`config.mk`:
```
export PLATFORM = sky130hd
export DESIGN_NAME = dtm_timer
export DESIGN_NICKNAME = d
export VERILOG_FILES = /design/src/rtl/dtm_pkg.sv /design/src/rtl/dtm_prescaler.sv /design/src/rtl/dtm_counter.sv /design/src/rtl/dtm_regs.sv /design/src/rtl/dtm_timer.sv
export SDC_FILE = /design/constraint.sdc
export NUM_CORES = 1
export LEC_CHECK = 0
export BUFFER_PORTS_ARGS = -buffer_cell sky130_fd_sc_hd__buf_2
export CAP_MARGIN = 20
export CORE_UTILIZATION = 42
export CTS_CLUSTER_DIAMETER = 200
export CTS_CLUSTER_SIZE = 8
export DETAILED_ROUTE_END_ITERATION = 8
export GPL_ROUTABILITY_DRIVEN = 0
export PLACE_DENSITY = 0.6
export RECOVER_POWER = 25
export SETUP_SLACK_MARGIN = 0.5
export SLEW_MARGIN = 20
export SYNTH_ARGS = -nofsm -noshare
export SYNTH_HDL_FRONTEND = slang
export SYNTH_SLANG_ARGS = --single-unit
```
`constraint.sdc`:
```
create_clock -name clk -period 5.4 [get_ports clk]
set_input_delay 0.54 -clock clk [delete_from_list [all_inputs] [get_ports clk]]
set_output_delay 0.54 -clock clk [all_outputs]
set_load 0.02 [all_outputs]
```
`src/rtl/dtm_pkg.sv`:
```
package dtm_pkg;

  localparam int CNT_W    = 32;
  localparam int NARROW_W = 16;
  localparam int PRE_W    = 8;

  typedef struct packed {
    logic       en;
    logic       periodic;
    logic       ie;
    logic       rsvd;
    logic [1:0] pre;
    logic       wide;
    logic       oneshot;
  } ctrl_t;

  typedef enum logic [2:0] {
    RS_CTRL   = 3'd0,
    RS_LOAD   = 3'd1,
    RS_VALUE  = 3'd2,
    RS_RAW    = 3'd3,
    RS_MASKED = 3'd4,
    RS_CLEAR  = 3'd5,
    RS_BGLOAD = 3'd6,
    RS_NONE   = 3'd7
  } reg_sel_e;

  function automatic logic [PRE_W-1:0] pre_limit(input logic [1:0] code);
    case (code)
      2'd1:    pre_limit = PRE_W'(15);
      2'd2:    pre_limit = PRE_W'(255);
      default: pre_limit = '0;
    endcase
  endfunction

  function automatic logic [CNT_W-1:0] width_mask(input logic wide);
    width_mask = wide ? {CNT_W{1'b1}} : CNT_W'({NARROW_W{1'b1}});
  endfunction

  function automatic logic [CNT_W-1:0] next_count(
    input logic [CNT_W-1:0] cur,
    input logic [CNT_W-1:0] rld,
    input logic             oneshot,
    input logic             periodic,
    input logic             wide
  );
    logic [CNT_W-1:0] m;
    m = width_mask(wide);
    if (cur != '0)     next_count = (cur - 1'b1) & m;
    else if (oneshot)  next_count = '0;
    else if (periodic) next_count = rld & m;
    else               next_count = m;
  endfunction

endpackage

```
`src/rtl/dtm_prescaler.sv`:
```
module dtm_prescaler
  import dtm_pkg::*;
#(
  parameter int PW = PRE_W
) (
  input  logic       clk,
  input  logic       rst_n,
  input  logic       en,
  input  logic       restart,
  input  logic       tick_en,
  input  logic [1:0] code,
  output logic       cnt_tick
);

  logic [PW-1:0] phase_q;
  logic [PW-1:0] limit;
  logic          at_limit;

  assign limit    = PW'(pre_limit(code));
  assign at_limit = (phase_q == limit);
  assign cnt_tick = en && tick_en && at_limit;

  always_ff @(posedge clk or negedge rst_n) begin
    if (!rst_n)              phase_q <= '0;
    else if (restart || !en) phase_q <= '0;
    else if (tick_en)        phase_q <= at_limit ? '0 : phase_q + 1'b1;
  end

  AST_NO_TICK_WHEN_OFF: assert property (@(posedge clk) disable iff (!rst_n)
    !en |-> !cnt_tick);

  AST_TICK_NEEDS_EDGE: assert property (@(posedge clk) disable iff (!rst_n)
    cnt_tick |-> tick_en);

endmodule

```
`src/rtl/dtm_counter.sv`:
```
module dtm_counter
  import dtm_pkg::*;
#(
  parameter int W = CNT_W
) (
  input  logic         clk,
  input  logic         rst_n,
  input  logic         cnt_tick,
  input  logic         load_wr,
  input  logic         bg_wr,
  input  logic [W-1:0] wdata,
  input  logic         oneshot,
  input  logic         periodic,
  input  logic         wide,
  output logic [W-1:0] count_val,
  output logic [W-1:0] reload_val,
  output logic         zero_evt
);

  logic [W-1:0] count_q;
  logic [W-1:0] direct_q;
  logic [W-1:0] reload_q;
  logic         pend_q;
  logic [W-1:0] mask;

  assign mask       = W'(width_mask(wide));
  assign count_val  = count_q & mask;
  assign reload_val = reload_q;
  assign zero_evt   = cnt_tick && !pend_q && (count_val == W'(1));

  always_ff @(posedge clk or negedge rst_n) begin
    if (!rst_n) begin
      count_q  <= '0;
      direct_q <= '0;
      reload_q <= '0;
      pend_q   <= 1'b0;
    end else begin
      if (cnt_tick) begin
        if (pend_q) begin
          count_q <= direct_q & mask;
          pend_q  <= 1'b0;
        end else begin
          count_q <= W'(next_count(CNT_W'(count_val), CNT_W'(reload_q),
                                   oneshot, periodic, wide));
        end
      end
      if (load_wr) begin
        direct_q <= wdata;
        reload_q <= wdata;
        pend_q   <= 1'b1;
      end else if (bg_wr) begin
        reload_q <= wdata;
      end
    end
  end

  AST_HOLD_NO_TICK: assert property (@(posedge clk) disable iff (!rst_n)
    !cnt_tick |=> $stable(count_q));

  AST_ONESHOT_STOP: assert property (@(posedge clk) disable iff (!rst_n)
    (cnt_tick && oneshot && !pend_q && count_val == '0) |=> count_q == '0);

  AST_PEND_CONSUMED: assert property (@(posedge clk) disable iff (!rst_n)
    (cnt_tick && pend_q && !load_wr) |=> !pend_q);

  AST_BG_KEEPS_COUNT: assert property (@(posedge clk) disable iff (!rst_n)
    (bg_wr && !load_wr && !cnt_tick) |=> $stable(count_q));

endmodule

```
`src/rtl/dtm_regs.sv`:
```
module dtm_regs
  import dtm_pkg::*;
#(
  parameter int AW = 5,
  parameter int W  = CNT_W
) (
  input  logic          clk,
  input  logic          rst_n,
  input  logic          psel,
  input  logic          penable,
  input  logic          pwrite,
  input  logic [AW-1:0] paddr,
  input  logic [W-1:0]  pwdata,
  input  logic [W-1:0]  count_val,
  input  logic [W-1:0]  reload_val,
  input  logic          zero_evt,
  output ctrl_t         ctrl,
  output logic          ctrl_wr,
  output logic          load_wr,
  output logic          bg_wr,
  output logic          irq,
  output logic [W-1:0]  prdata
);

  localparam int CW = $bits(ctrl_t);

  ctrl_t    ctrl_q;
  logic     raw_q;
  logic     masked;
  logic     clr_wr;
  logic     wr;
  reg_sel_e sel;

  always_comb begin
    if (paddr[1:0] != 2'b00 || paddr[AW-1:2] > (AW-2)'(6)) sel = RS_NONE;
    else                                                     sel = reg_sel_e'(paddr[4:2]);
  end

  assign wr      = psel && penable && pwrite;
  assign ctrl_wr = wr && (sel == RS_CTRL);
  assign load_wr = wr && (sel == RS_LOAD);
  assign bg_wr   = wr && (sel == RS_BGLOAD);
  assign clr_wr  = wr && (sel == RS_CLEAR);

  assign ctrl   = ctrl_q;
  assign masked = raw_q && ctrl_q.ie;
  assign irq    = masked;

  always_ff @(posedge clk or negedge rst_n) begin
    if (!rst_n) begin
      ctrl_q <= '0;
      raw_q  <= 1'b0;
    end else begin
      if (ctrl_wr) begin
        ctrl_q      <= ctrl_t'(pwdata[CW-1:0]);
        ctrl_q.rsvd <= 1'b0;
      end
      if (zero_evt)    raw_q <= 1'b1;
      else if (clr_wr) raw_q <= 1'b0;
    end
  end

  always_comb begin
    prdata = '0;
    if (psel) begin
      case (sel)
        RS_CTRL:   prdata = W'(ctrl_q);
        RS_LOAD:   prdata = reload_val;
        RS_VALUE:  prdata = count_val;
        RS_RAW:    prdata = W'(raw_q);
        RS_MASKED: prdata = W'(masked);
        default:   prdata = '0;
      endcase
    end
  end

  AST_SET_WINS: assert property (@(posedge clk) disable iff (!rst_n)
    zero_evt |=> raw_q);

  AST_CLEAR_TAKES: assert property (@(posedge clk) disable iff (!rst_n)
    (clr_wr && !zero_evt) |=> !raw_q);

  AST_IRQ_MASKED: assert property (@(posedge clk) disable iff (!rst_n)
    !ctrl_q.ie |-> !irq);

  AST_RSVD_ZERO: assert property (@(posedge clk) disable iff (!rst_n)
    ctrl_wr |=> !ctrl_q.rsvd);

endmodule

```
`src/rtl/dtm_timer.sv`:
```
module dtm_timer
  import dtm_pkg::*;
#(
  parameter int ADDR_W = 5,
  parameter int DATA_W = CNT_W
) (
  input  logic              clk,
  input  logic              rst_n,
  input  logic              tick_en,
  input  logic              psel,
  input  logic              penable,
  input  logic              pwrite,
  input  logic [ADDR_W-1:0] paddr,
  input  logic [DATA_W-1:0] pwdata,
  output logic [DATA_W-1:0] prdata,
  output logic              irq
);

  ctrl_t             ctrl;
  logic              ctrl_wr;
  logic              load_wr;
  logic              bg_wr;
  logic              cnt_tick;
  logic              zero_evt;
  logic [DATA_W-1:0] count_val;
  logic [DATA_W-1:0] reload_val;

  dtm_regs #(.AW(ADDR_W), .W(DATA_W)) u_regs (
    .clk        (clk),
    .rst_n      (rst_n),
    .psel       (psel),
    .penable    (penable),
    .pwrite     (pwrite),
    .paddr      (paddr),
    .pwdata     (pwdata),
    .count_val  (count_val),
    .reload_val (reload_val),
    .zero_evt   (zero_evt),
    .ctrl       (ctrl),
    .ctrl_wr    (ctrl_wr),
    .load_wr    (load_wr),
    .bg_wr      (bg_wr),
    .irq        (irq),
    .prdata     (prdata)
  );

  dtm_prescaler #(.PW(PRE_W)) u_pre (
    .clk      (clk),
    .rst_n    (rst_n),
    .en       (ctrl.en),
    .restart  (ctrl_wr),
    .tick_en  (tick_en),
    .code     (ctrl.pre),
    .cnt_tick (cnt_tick)
  );

  dtm_counter #(.W(DATA_W)) u_cnt (
    .clk        (clk),
    .rst_n      (rst_n),
    .cnt_tick   (cnt_tick),
    .load_wr    (load_wr),
    .bg_wr      (bg_wr),
    .wdata      (pwdata),
    .oneshot    (ctrl.oneshot),
    .periodic   (ctrl.periodic),
    .wide       (ctrl.wide),
    .count_val  (count_val),
    .reload_val (reload_val),
    .zero_evt   (zero_evt)
  );

  AST_ZERO_ONLY_ON_TICK: assert property (@(posedge clk) disable iff (!rst_n)
    zero_evt |-> (cnt_tick && ctrl.en));

endmodule

```
==> reports/qor.csv <==
metric;value;unit
status;complete, but fails checks;
failing checks;max-capacitance violations, max-slew violations;
Sink Count;113;
drt initial violations;393;
post-CTS sizing;0;
CP max stage delay;1.71;ns
IO buf count;75;
leakage;3.31;nW
Simple-Gate Fraction of Synth Area;17.2;%
diodes inserted;0;
Post-Syn Instances;685;
vias per inst;6.18;
WL/cell;19.8;um
Hold-fix buffers, CTS;0;
Die X;126;um
xor-xnor portion of the synthesized cell area;1.62;%
hold-critical path depth;2;
f_max;275;MHz
commonest non-fill, non-tap cells in the layout;113 x dfrtp_1, 77 x nor2_1, 74 x buf_2;
Critical Path RT;5.59;ns
combinational family with the most area after synthesis;compound AO/OA/AOI/OAI gates;
core area;15100;um2
most used flip-flop cell after synthesis;dfrtp_1;
Distinct cells, synth;64;
CTS Buf Count;17;
Crit. End Element;async pin;
Worst-Skew Late Latency;0.42;ns
largest net degree at the start of global routing;72;
grt total ovfl;0;
FP Rows;45;
initial antenna violation count;0;
crit-path cells;clkbuf_1 > clkbuf_2;
Slowest cell on crit path;clkbuf_1;
commonest non-fill, non-tap cell in the layout;dfrtp_1;
min-delay src;pwdata[21];
vias in the first global route;5681;
residual DRC count;0;
# IOs;76;
Worst Slack Setup Final;1.76;ns
CP top delay family;buffers and inverters;
DIE AREA;16000;um2
CTS H-tree lvls;4;
share of post-route cells with drive strength above 1;26.2;%
final hold vios;0;
RSZ-0062 raised after global routing;no;
Worst Hold Path EP;u_cnt.direct_q[21];
Total Wirelength;18.5;mm
clock transition at the registers of the reported paths;0.05;ns
Post-Synth Adder-Cell Area;0.770;%
All-Layer GR Usage;24.1;%
clock period minus worst slack;3.64;ns
worst-case clock buffer depth;2;
worst setup slack after placement;1.98;ns
post-synthesis sequential area ratio;43.5;%
Setup CP Type;in2async;
Yosys warning total;0;
Synth Register Bits;113;
Post-DRT Antenna Nets;0;
Worst Tran Pin Value;2.46;ns
max-slew violations;116;
reg2reg start;u_cnt.count_q[5];
first-pass GRT wire length;30.0;mm
crit start category;input port;
Post-Syn Area;6500;um2
initial core utilization;42.9;%
setup_tns;0;ns
FFs w/ async S/R, synth;100;%
Placed Cells;905;
period utilization;67.5;%
nets;784;
Core Util, Final;49.7;%
Max-cap violations;2;
number of setup buffers added after CTS;0;
Worst Skew;0.0111;ns
worst reg-to-reg setup slack;1.92;ns
Die Y-Extent;126;um
via count;5795;
Crit path buffers/inverters;2;
CTS tree;done;
r2r endpoint;u_cnt.count_q[26];
post-synthesis mux area share;13.4;%
worst min path class;in2reg;
Area Overhead vs Synth;15.8;%
power per cell area;353;nW/um2
Synth Area per Inst;9.49;um2
final setup fails;0;
DP HPWL;12.3;mm
fin cells;937;
R2R cell count;6;
root buffer cell;clkbuf_16;
Worst Path Arrival;3.83;ns
Synth Area in Compound Gates;19.5;%
drt first pass iters;5;
EDFF count, synth;0;
Rel. slew slack;-63.8;%
Synth Net Count;732;
CP Max Fanout;71;
Fin Hold WS;0.361;ns
Worst VDD drop;0.231;mV
[logic make-up (layout without fill, tap and decap cells)]
| logic type | count (synthesis) | after routing |
|---|---|---|
| fa+ha+maj | 4 | 4 |
| flops | 113 | 113 |
| compound gates | 191 | 191 |
| mux | 78 | 78 |
| simple gates | 221 | 221 |
| xor+xnor | 12 | 12 |
| buf+inv | 66 | 130 |
[state kept, by name, indices dropped and copies added (netlist names)]
name	cells
u_pre.phase_q	8
u_regs.ctrl	7
u_cnt.direct_q	32
u_cnt.pend_q	1
u_cnt.count_q	32
u_cnt.reload_val	32
u_regs.raw_q	1
[layer usage]
layer	wire length [um]	share of wire, %	track usage (%)
met1	8100	44	31.0
met2	9020	49	39.4
met3	1040	5.6	6.03
met4	374	2.0	8.43
met5	0	0	0
[synth_stat cells (all sizes together) (6+ instances only)]
library cell  instances  share of area, %
nor2                 79               4.6
nand3                22               1.7
nor4                 16               1.8
o31ai                10               1.2
buf                  14               1.1
xor2                  8               1.1
dfrtp               113                44
nand2                39               2.3
clkbuf               38               2.2
a22oi                26               3.0
o22ai                 7              0.67
mux2                 70                12
or3                   8              0.77
or4                   9               1.3
o21a                  9               1.0
mux2i                 8               1.2
o21ai                50               3.9
and3                  9              0.87
nor3                 14               1.3
a21oi                37               2.8
nand4                 6              0.58
inv                  12              0.69
[layout make-up]
type,instances,area (um2)
fillers,1385,7620
multi-input cells,506,3420
flip-flops and latches,113,2830
clock buffers,24,472
repair buffers,85,454
well taps,188,235
clock inverters,7,60.1
inverters,14,52.6
[worst max path at each step]
stage / start / endpoint / cells after the start
detailed placement: u_cnt.count_q[5] / u_cnt.count_q[26] / 6
global route: rst_n / u_cnt.pend_q / 2
global placement: u_cnt.count_q[5] / u_cnt.count_q[26] / 6
finish: rst_n / u_cnt.direct_q[9] / 2
floorplan: paddr[4] / prdata[11] / 6
CTS: u_cnt.count_q[5] / u_cnt.count_q[26] / 6
[report_power, final]
group          internal (mW)  total [mW]  leakage, nW  switching (mW)
Sequential             0.974        1.14         1.50           0.171
Combinational          0.223       0.487         1.54           0.264
Clock                  0.647        1.02        0.267           0.377
[stage by stage]
| stage | total power [mW] | cell area, um2 |
|---|---|---|
| 3_5_place_dp | 1.63 | 6980 |
| 5_1_grt | 2.79 | 7520 |
| 6_report | 2.66 | 7520 |
| 4_1_cts | 2.67 | 7520 |
| 2_1_floorplan | 1.47 | 6500 |
| 3_3_place_gp | 1.62 | 6980 |
(Power assumes the default switching activity.)
